$ cat config.mk
export PLATFORM = sky130hd
export DESIGN_NAME = gpio_irq_expander
export DESIGN_NICKNAME = d
export VERILOG_FILES = /design/src/rtl/gx_pkg.sv /design/src/rtl/gx_addr_dec.sv /design/src/rtl/gx_bank.sv /design/src/rtl/gx_irq_capture.sv /design/src/rtl/gpio_irq_expander.sv
export SDC_FILE = /design/constraint.sdc
export NUM_CORES = 1
export LEC_CHECK = 0
export CORE_UTILIZATION = 25
export DETAILED_ROUTE_END_ITERATION = 10
export DONT_BUFFER_PORTS = 1
export PLACE_DENSITY_LB_ADDON = 0.05
export SYNTH_ARGS = -nofsm -noshare
export SYNTH_HDL_FRONTEND = slang
export SYNTH_HIERARCHICAL = 1
export SYNTH_SLANG_ARGS = --single-unit
export TNS_END_PERCENT = 5
$ cat constraint.sdc
create_clock -name clk -period 6.8 [get_ports clk]
set_input_delay 1.36 -clock clk [delete_from_list [all_inputs] [get_ports clk]]
set_output_delay 1.36 -clock clk [all_outputs]
set_load 0.005 [all_outputs]
$ cat src/rtl/gx_pkg.sv
package gx_pkg;
   localparam int unsigned DATA_W = 16;

   function automatic int unsigned addr_shift(input int unsigned bus_w);
      return (bus_w == 32) ? 2 : 1;
   endfunction

   function automatic logic [DATA_W-1:0] ack_word(input bit inverted);
      return inverted ? 16'h0000 : 16'hFFFF;
   endfunction
endpackage

$ cat src/rtl/gx_addr_dec.sv
module gx_addr_dec #(
   parameter int unsigned ADDR_W = 8,
   parameter int unsigned ASH    = 1,
   localparam int unsigned IDX_W = ADDR_W - ASH
) (
   input  logic [ADDR_W-1:0] addr,
   output logic              aligned,
   output logic [IDX_W-1:0]  idx
);
   assign aligned = (addr[ASH-1:0] == '0);
   assign idx     = addr[ADDR_W-1:ASH];
endmodule

$ cat src/rtl/gx_bank.sv
module gx_bank #(
   parameter int unsigned REG_W = 8,
   parameter int unsigned PINS  = 16,
   parameter int unsigned IDX_W = 7,
   parameter int unsigned BASE  = 0,
   parameter logic [PINS-1:0] DIR  = '0,
   parameter logic [PINS-1:0] INIT = '0,
   localparam int unsigned NREG = PINS / REG_W
) (
   input  logic             clk,
   input  logic             rst_n,
   input  logic             wr,
   input  logic [IDX_W-1:0] idx,
   input  logic [REG_W-1:0] wdata,
   input  logic [PINS-1:0]  pin_in,
   output logic [PINS-1:0]  pin_out,
   output logic [REG_W-1:0] rd_word
);
   localparam logic [IDX_W-1:0] BASE_L = IDX_W'(BASE);
   localparam logic [IDX_W-1:0] END_L  = IDX_W'(BASE + NREG);

   logic [PINS-1:0]  latch_q;
   logic [PINS-1:0]  view;
   logic             hit;
   logic [IDX_W-1:0] sel;

   assign hit  = (idx >= BASE_L) && (idx < END_L);
   assign sel  = idx - BASE_L;
   assign view = (latch_q & DIR) | (pin_in & ~DIR);

   for (genvar r = 0; r < NREG; r++) begin : g_reg
      always_ff @(posedge clk) begin
         if (!rst_n)
            latch_q[r*REG_W +: REG_W] <= INIT[r*REG_W +: REG_W] & DIR[r*REG_W +: REG_W];
         else if (wr && hit && sel == IDX_W'(r))
            latch_q[r*REG_W +: REG_W] <= wdata & DIR[r*REG_W +: REG_W];
      end
   end

   always_comb begin
      rd_word = '0;
      for (int r = 0; r < NREG; r++)
         if (hit && sel == IDX_W'(r))
            rd_word = view[r*REG_W +: REG_W];
   end

   assign pin_out = latch_q;
endmodule

$ cat src/rtl/gx_irq_capture.sv
module gx_irq_capture #(
   parameter int unsigned N_IRQ = 12
) (
   input  logic             clk,
   input  logic             rst_n,
   input  logic [N_IRQ-1:0] evt_in,
   input  logic             ack,
   output logic [N_IRQ-1:0] pending,
   output logic [N_IRQ-1:0] edges,
   output logic             summary
);
   logic [N_IRQ-1:0] sync0_q, sync1_q, prev_q, pend_q;
   logic             sum_q;

   assign edges = sync1_q & ~prev_q;

   always_ff @(posedge clk) begin
      if (!rst_n) begin
         sync0_q <= '0;
         sync1_q <= '0;
         prev_q  <= '0;
         pend_q  <= '0;
         sum_q   <= 1'b0;
      end else begin
         sync0_q <= evt_in;
         sync1_q <= sync0_q;
         prev_q  <= sync1_q;
         pend_q  <= ack ? edges : (pend_q | edges);
         sum_q   <= ack ? 1'b0 : (|pend_q);
      end
   end

   assign pending = pend_q;
   assign summary = sum_q;
endmodule

$ cat src/rtl/gpio_irq_expander.sv
module gpio_irq_expander
   import gx_pkg::*;
#(
   parameter int unsigned BUS_W     = 16,
   parameter int unsigned REG_W     = 8,
   parameter int unsigned ADDR_W    = 8,
   parameter int unsigned N_BANKS   = 2,
   parameter int unsigned BANK_PINS = 16,
   parameter int unsigned BANK0_IDX = 0,
   parameter int unsigned ACK_IDX   = 4,
   parameter int unsigned N_IRQ     = 12,
   parameter bit          INV_ACK   = 1'b0,
   parameter logic [N_BANKS*BANK_PINS-1:0] OUT_DIR  = 32'h0FF0_F00F,
   parameter logic [N_BANKS*BANK_PINS-1:0] OUT_INIT = 32'h0A50_3005
) (
   input  logic                           clk,
   input  logic                           rst_n,
   input  logic                           cs,
   input  logic                           we,
   input  logic                           re,
   input  logic [ADDR_W-1:0]              addr,
   input  logic [15:0]                    wdata,
   output logic [15:0]                    rdata,
   input  logic [N_BANKS*BANK_PINS-1:0]   pin_in,
   output logic [N_BANKS*BANK_PINS-1:0]   pin_out,
   input  logic [N_IRQ-1:0]               evt_in,
   output logic                           irq_out
);
   localparam int unsigned ASH     = addr_shift(BUS_W);
   localparam int unsigned IDX_W   = ADDR_W - ASH;
   localparam int unsigned REGS_PB = BANK_PINS / REG_W;
   localparam int unsigned BANKS_END = BANK0_IDX + N_BANKS * REGS_PB;
   localparam logic [IDX_W-1:0] ACK_L = IDX_W'(ACK_IDX);
   localparam logic [DATA_W-1:0] ACK_VAL = ack_word(INV_ACK);

   if (!(BUS_W == 16 || BUS_W == 32)) begin : g_bad_bus
      $error("BUS_W must be 16 or 32");
   end
   if (!(REG_W == 8 || REG_W == 16)) begin : g_bad_reg
      $error("REG_W must be 8 or 16");
   end
   if (N_IRQ < 1 || N_IRQ > 16) begin : g_bad_irq
      $error("N_IRQ must be 1..16");
   end
   if (BANK_PINS % REG_W != 0) begin : g_bad_pins
      $error("BANK_PINS must be a multiple of REG_W");
   end
   if (ACK_IDX >= BANK0_IDX && ACK_IDX < BANKS_END) begin : g_bad_ack
      $error("ACK_IDX overlaps the bank registers");
   end
   if (BANKS_END >= (1 << IDX_W)) begin : g_bad_span
      $error("register span exceeds address width");
   end

   logic              aligned;
   logic [IDX_W-1:0]  idx;
   logic              wr_any, ack_hit;
   logic [N_IRQ-1:0]  pend_q, irq_edge;
   logic [REG_W-1:0]  bank_rd [N_BANKS];
   logic [REG_W-1:0]  bank_any;
   logic [15:0]       rdata_q;

   gx_addr_dec #(.ADDR_W(ADDR_W), .ASH(ASH)) u_dec (
      .addr    (addr),
      .aligned (aligned),
      .idx     (idx)
   );

   assign wr_any  = cs && we && aligned;
   assign ack_hit = wr_any && (idx == ACK_L) && (wdata == ACK_VAL);

   for (genvar b = 0; b < N_BANKS; b++) begin : g_bank
      gx_bank #(
         .REG_W (REG_W),
         .PINS  (BANK_PINS),
         .IDX_W (IDX_W),
         .BASE  (BANK0_IDX + b * REGS_PB),
         .DIR   (OUT_DIR[b*BANK_PINS +: BANK_PINS]),
         .INIT  (OUT_INIT[b*BANK_PINS +: BANK_PINS])
      ) u_bank (
         .clk     (clk),
         .rst_n   (rst_n),
         .wr      (wr_any),
         .idx     (idx),
         .wdata   (wdata[REG_W-1:0]),
         .pin_in  (pin_in[b*BANK_PINS +: BANK_PINS]),
         .pin_out (pin_out[b*BANK_PINS +: BANK_PINS]),
         .rd_word (bank_rd[b])
      );
   end

   always_comb begin
      bank_any = '0;
      for (int b = 0; b < N_BANKS; b++)
         bank_any = bank_any | bank_rd[b];
   end

   gx_irq_capture #(.N_IRQ(N_IRQ)) u_irq (
      .clk     (clk),
      .rst_n   (rst_n),
      .evt_in  (evt_in),
      .ack     (ack_hit),
      .pending (pend_q),
      .edges   (irq_edge),
      .summary (irq_out)
   );

   always_ff @(posedge clk) begin
      if (!rst_n)
         rdata_q <= '0;
      else if (cs && re && aligned)
         rdata_q <= (idx == ACK_L) ? 16'(pend_q) : 16'(bank_any);
      else
         rdata_q <= '0;
   end

   assign rdata = rdata_q;
endmodule

# ---- Word-level counts from Yosys, hierarchy flattened
# Index checks and enable logic that the tools add are counted.
dict set report word_totals {
  ff_bits 81
  inputBits 73
  output_inout_bits 49
  elab_cells 58
}
dict set report op_classes {
  addsub 1
  n_lt_le_gt_ge 4
  n_eq_ne 4
  muxes 6
  bitwise_logic 8
  n_reduce_logical 24
}
# operator count
set ops {}
lappend ops {{8-bit 2-to-1 mux} 5}
lappend ops {{1-bit logical AND} 18}
lappend ops {{16-bit equality test, second input constant} 1}
lappend ops {{12-bit by 16-bit OR with 16-bit output} 1}
lappend ops {{16-bit by 12-bit OR with 16-bit output} 1}
lappend ops {{7-bit by 1-bit equality test with 1-bit output, second input constant} 2}
lappend ops {{7-bit logical NOT} 2}
lappend ops {{12-bit AND} 1}
lappend ops {{12-bit 2-to-1 mux} 1}
lappend ops {{12-bit NOT} 1}
lappend ops {{12-bit OR} 1}
lappend ops {{12-bit OR reduction} 1}
lappend ops {{8-bit OR} 1}
lappend ops {{7-bit by 3-bit equality test with 1-bit output, second input constant} 1}
lappend ops {{7-bit by 1-bit >= comparator with 1-bit output, second input constant} 1}
lappend ops {{7-bit by 2-bit >= comparator with 1-bit output, second input constant} 1}
lappend ops {{7-bit by 2-bit less-than comparator with 1-bit output, second input constant} 1}
lappend ops {{7-bit by 3-bit less-than comparator with 1-bit output, second input constant} 1}
lappend ops {{7-bit by 2-bit subtractor with 7-bit output, second input constant} 1}
lappend ops {{3-bit AND reduction} 1}
lappend ops {{1-bit NOT} 2}
lappend ops {{2-bit AND reduction} 1}
lappend ops {{2-bit OR reduction} 1}

# ---- Logic depth before layout (Yosys ltp)
dict set report logic_depth {
  depth_word 7
  depth_mapped 9
  depth_no_buf 6
}

# ---- Modules after synthesis
# The synthesis kept the hierarchy.
# module n_inst cells_per_inst area_each_um2
set modules_own_cells {}
lappend modules_own_cells {gx_irq_capture 1 132 1514.0}
lappend modules_own_cells {{gx_bank (g_bank[1].u_bank)} 1 67 601.8}
lappend modules_own_cells {{gx_bank (g_bank[0].u_bank)} 1 66 583.1}
lappend modules_own_cells {gpio_irq_expander 1 54 538.0}
lappend modules_own_cells {gx_addr_dec 1 8 56.3}

# ---- Least setup slack after synthesis
# OpenSTA, ideal clock, no wires.
dict set report synth_timing {
  path_type {input to register}
  startpoint {input port addr[5]}
  endpoint {register u_irq.pend_q[10], in the netlist u_irq/pending[10]}
  t_arrival_ns 2.997
  required_ns 6.685
  setup_slack_ns 3.688
  cell_stages 9
  path_cell_list {buf_4 or4b_1 buf_2 nor2_4 buf_6 and3_1 buf_2 nor2b_1 o21a_1}
}
dict set report synth_between {
  elab_chain_cells 4
}
# item line_no
set synth_rtl {}
lappend synth_rtl {{start, declared} gpio_irq_expander.sv:21} ;# input logic [ADDR_W-1:0] addr,
lappend synth_rtl {{7-bit by 3-bit equality test with 1-bit output} gpio_irq_expander.sv:70} ;# assign ack_hit = wr_any && (idx == ACK_L) && (wdata == ACK_VAL);
lappend synth_rtl {{1-bit logical AND (2 in a row)} gpio_irq_expander.sv:70}
lappend synth_rtl {{named net ack_hit} gpio_irq_expander.sv:57} ;# logic wr_any, ack_hit;
lappend synth_rtl {{12-bit 2-to-1 mux} gx_irq_capture.sv:28} ;# pend_q <= ack ? edges : (pend_q | edges);
lappend synth_rtl {{end signal, assigned} gx_irq_capture.sv:28}
lappend synth_rtl {{end, declared} gx_irq_capture.sv:12} ;# logic [N_IRQ-1:0] sync0_q, sync1_q, prev_q, pend_q;
# The timed path passes the listed nets, and every way through them passes these cells.
# A chain may end at the register's enable or synchronous reset.

# ---- Final worst setup path
dict set report layout_timing {
  startpoint {input port addr[5]}
  endpoint {register u_irq.pend_q[1], in the netlist u_irq/pending[1]}
}
# The elaborated chain is that of the path after synthesis.

==> metrics.csv <==
metric,value,unit
status,completed,
final_common_cell,dfxtp_1,
post-route-cell-area,3575,µm²
dieWidth,116.8,µm
finClkSkew,5.182,ps
synth.yosys.seq_area_share,46.81,%
num_vias,1978,
grt_pass1_wl,10580,µm
ys_ff_latch,77,
drt-total-wl,7224,µm
fill_cells,1404,
critical_path.top_delay_family,simple AND/OR/NAND/NOR gates,
cp.depth,5,
die_area,13640,µm²
hold_start,u_irq/sync0_q[4],
core,12720,µm²
grt_use_total,10.91,%
netlist.area_leader.share,46.81,%
wl_per_cell,14.74,µm
layout_common_cells,"dfxtp_1, nor2b_1, and2_1",
critPathBufInv,0,
cap_violations,0,
root_buffer,clkbuf_16,
ff2ff_setup_slack,5690,ps
reg2reg_from,g_bank[1].u_bank/pin_out[8],
min_period,3037,ps
slew_headroom,65.73,%
tightest_slew,510.2,ps
remaining_drc_errors,0,
dpl.hpwl,5094,µm
clock_latency,330,ps
power,984.2,µW
cellPowerDensity,275.3,nW/µm²
cp_slowest_stage_delay,720,ps
via_per_inst,4.037,
path_max_fanout,13,
cts_buffers,9,
max_freq,329.3,MHz
ir_drop,100.2,µV
critPathRequiredTime,7030,ps
rsz0062_at_grt,no,
layout-drive-gt1-share,7.547,%
synth.largest_area_cell,dfxtp_1,
setup_tns,0,ps
fp.dieH,116.8,µm
cp_cell_sequence,or4b_1 > nor2_4 > and3_1 > nor2b_1 > o21a_1,
yosys-top-cells-area,"dfxtp_1, mux2i_1, nor2b_1",
grt_pass1_vias,1913,
drt_iter0_markers,79,
arrival,3260,ps
synthToLayoutAreaGrowth,8.549,%
cts_setup_buffers,0,
pin_count,122,
startpoint_type,input port,
ys_types,32,
grt_overflow,0,
dpl_cell_area,3282,µm²
crit_path_end_kind,register,
path_class,input port to register,
cts_tree,yes,
dp_cells,474,
final-setup-viol-count,0,
startpoint,addr[5],
port_buffers,0,
finalNonFillerCells,490,
dr.pass1.iters,4,
cts_hold_buf,0,
holdPathEnd,u_irq/sync1_q[4],
slowest_stage,or4b_1,
hold_viol_final,0,
hold_path.class,register to register,
clock_path_buffers,2,
drtAntennaViolNets,0,
synth_area,3293,µm²
num_rows,41,
syn_area_per_cell,10.07,µm²
r2r_cells,3,
holdPathStages,1,
grt_max_degree,83,
clock-sinks,77,
insertedDiodeCount,0,
synthCells,327,
start_util,25.89,%
grt_antenna_before_repair,0,
holdWs,426.9,ps
min_period_over_period,44.66,%
gp_congestion,0.6280,
cts_resized,0,
htree_num_levels,3,
final_nets,387,
ys_warn_count,6,
clk_pin_slew,60,ps
p_leak,0.001594,µW
maxSlewViolCount,0,
rr_endpoint,rdata[0],
==> state kept, by name, summed over array words and instances (netlist names) <==
signal,count
g_bank.u_bank/pin_out,16
rdata,12
u_irq/pending,12
u_irq/prev_q,12
u_irq/summary,1
u_irq/sync0_q,12
u_irq/sync1_q,12
==> final cells by class <==
| class | instances | area [µm²] | share of cell area [%] |
|---|---|---|---|
| well taps | 172 | 215.2 | 6.020 |
| inverters | 5 | 18.77 | 0.5250 |
| clock inverters | 5 | 50.05 | 1.400 |
| flip-flops and latches | 77 | 1541 | 43.12 |
| clock buffers | 11 | 242.7 | 6.790 |
| multi-input cells | 220 | 1506 | 42.14 |
==> cells by family after synthesis <==
logic type	count (synthesis)	share of synthesized area [%]
mux	32	9.727
flops	77	46.81
compound gates	21	5.433
fa+ha+maj	1	0.3799
buf+inv	47	9.384
simple gates	146	27.93
other cells	3	0.3419
==> report_power, final <==
group / total, µW / internal [µW] / switching, µW
Combinational: 37.3 / 20.7 / 16.6
Clock: 477 / 292 / 186
Sequential: 470 / 464 / 5.16
==> routing by layer <==
metal / track usage (%) / vias up / wire, µm
met5: 0 / - / 0
met2: 16.77 / 75 / 3122
met3: 3.450 / 14 / 554
met4: 6.076 / 0 / 139
li1: - / 1015 / -
met1: 13.53 / 874 / 3408
==> cell usage after synthesis (all sizes together) <==
cell type,instances
and4,1
nand2,18
nor3,1
o311a,8
ha,1
nor2,18
mux2i,32
conb,3
inv,5
buf,35
o21a,12
or4b,1
nand2b,1
nor4,5
nor4b,2
nand3,1
dfxtp,77
nand4b,1
nand4,5
or3,10
or4,1
and2,36
nor2b,40
and3,5
a311oi,1
clkbuf,7
==> how the worst max path moves through the flow <==
stage / to / slack (ps)
floorplan: u_irq/pending[10] / 3690
global placement: u_irq/pending[9] / 3410
detailed placement: u_irq/pending[1] / 3400
CTS: u_irq/pending[1] / 3750
global route: u_irq/pending[7] / 3650
finish: u_irq/pending[1] / 3760
==> worst reg2reg max path, delay by kind of cell (launching register included) <==
kind / cells / cell delay [ps]
AO/OA/AOI/OAI: 1 / 360
AND/OR/NAND/NOR: 1 / 80
multiplexers: 1 / 220
flip-flops: 1 / 330
==> through the flow <==
| step | util (%) | setup slack (ps) |
|---|---|---|
| after floorplan | - | 3688 |
| after global placement | 25.80 | 3407 |
| after detailed placement | 25.80 | 3398 |
| after CTS | 28.10 | 3752 |
| after global routing | 28.10 | 3648 |
| final | 28.10 | 3763 |
Power figures use the tool's default switching activity.
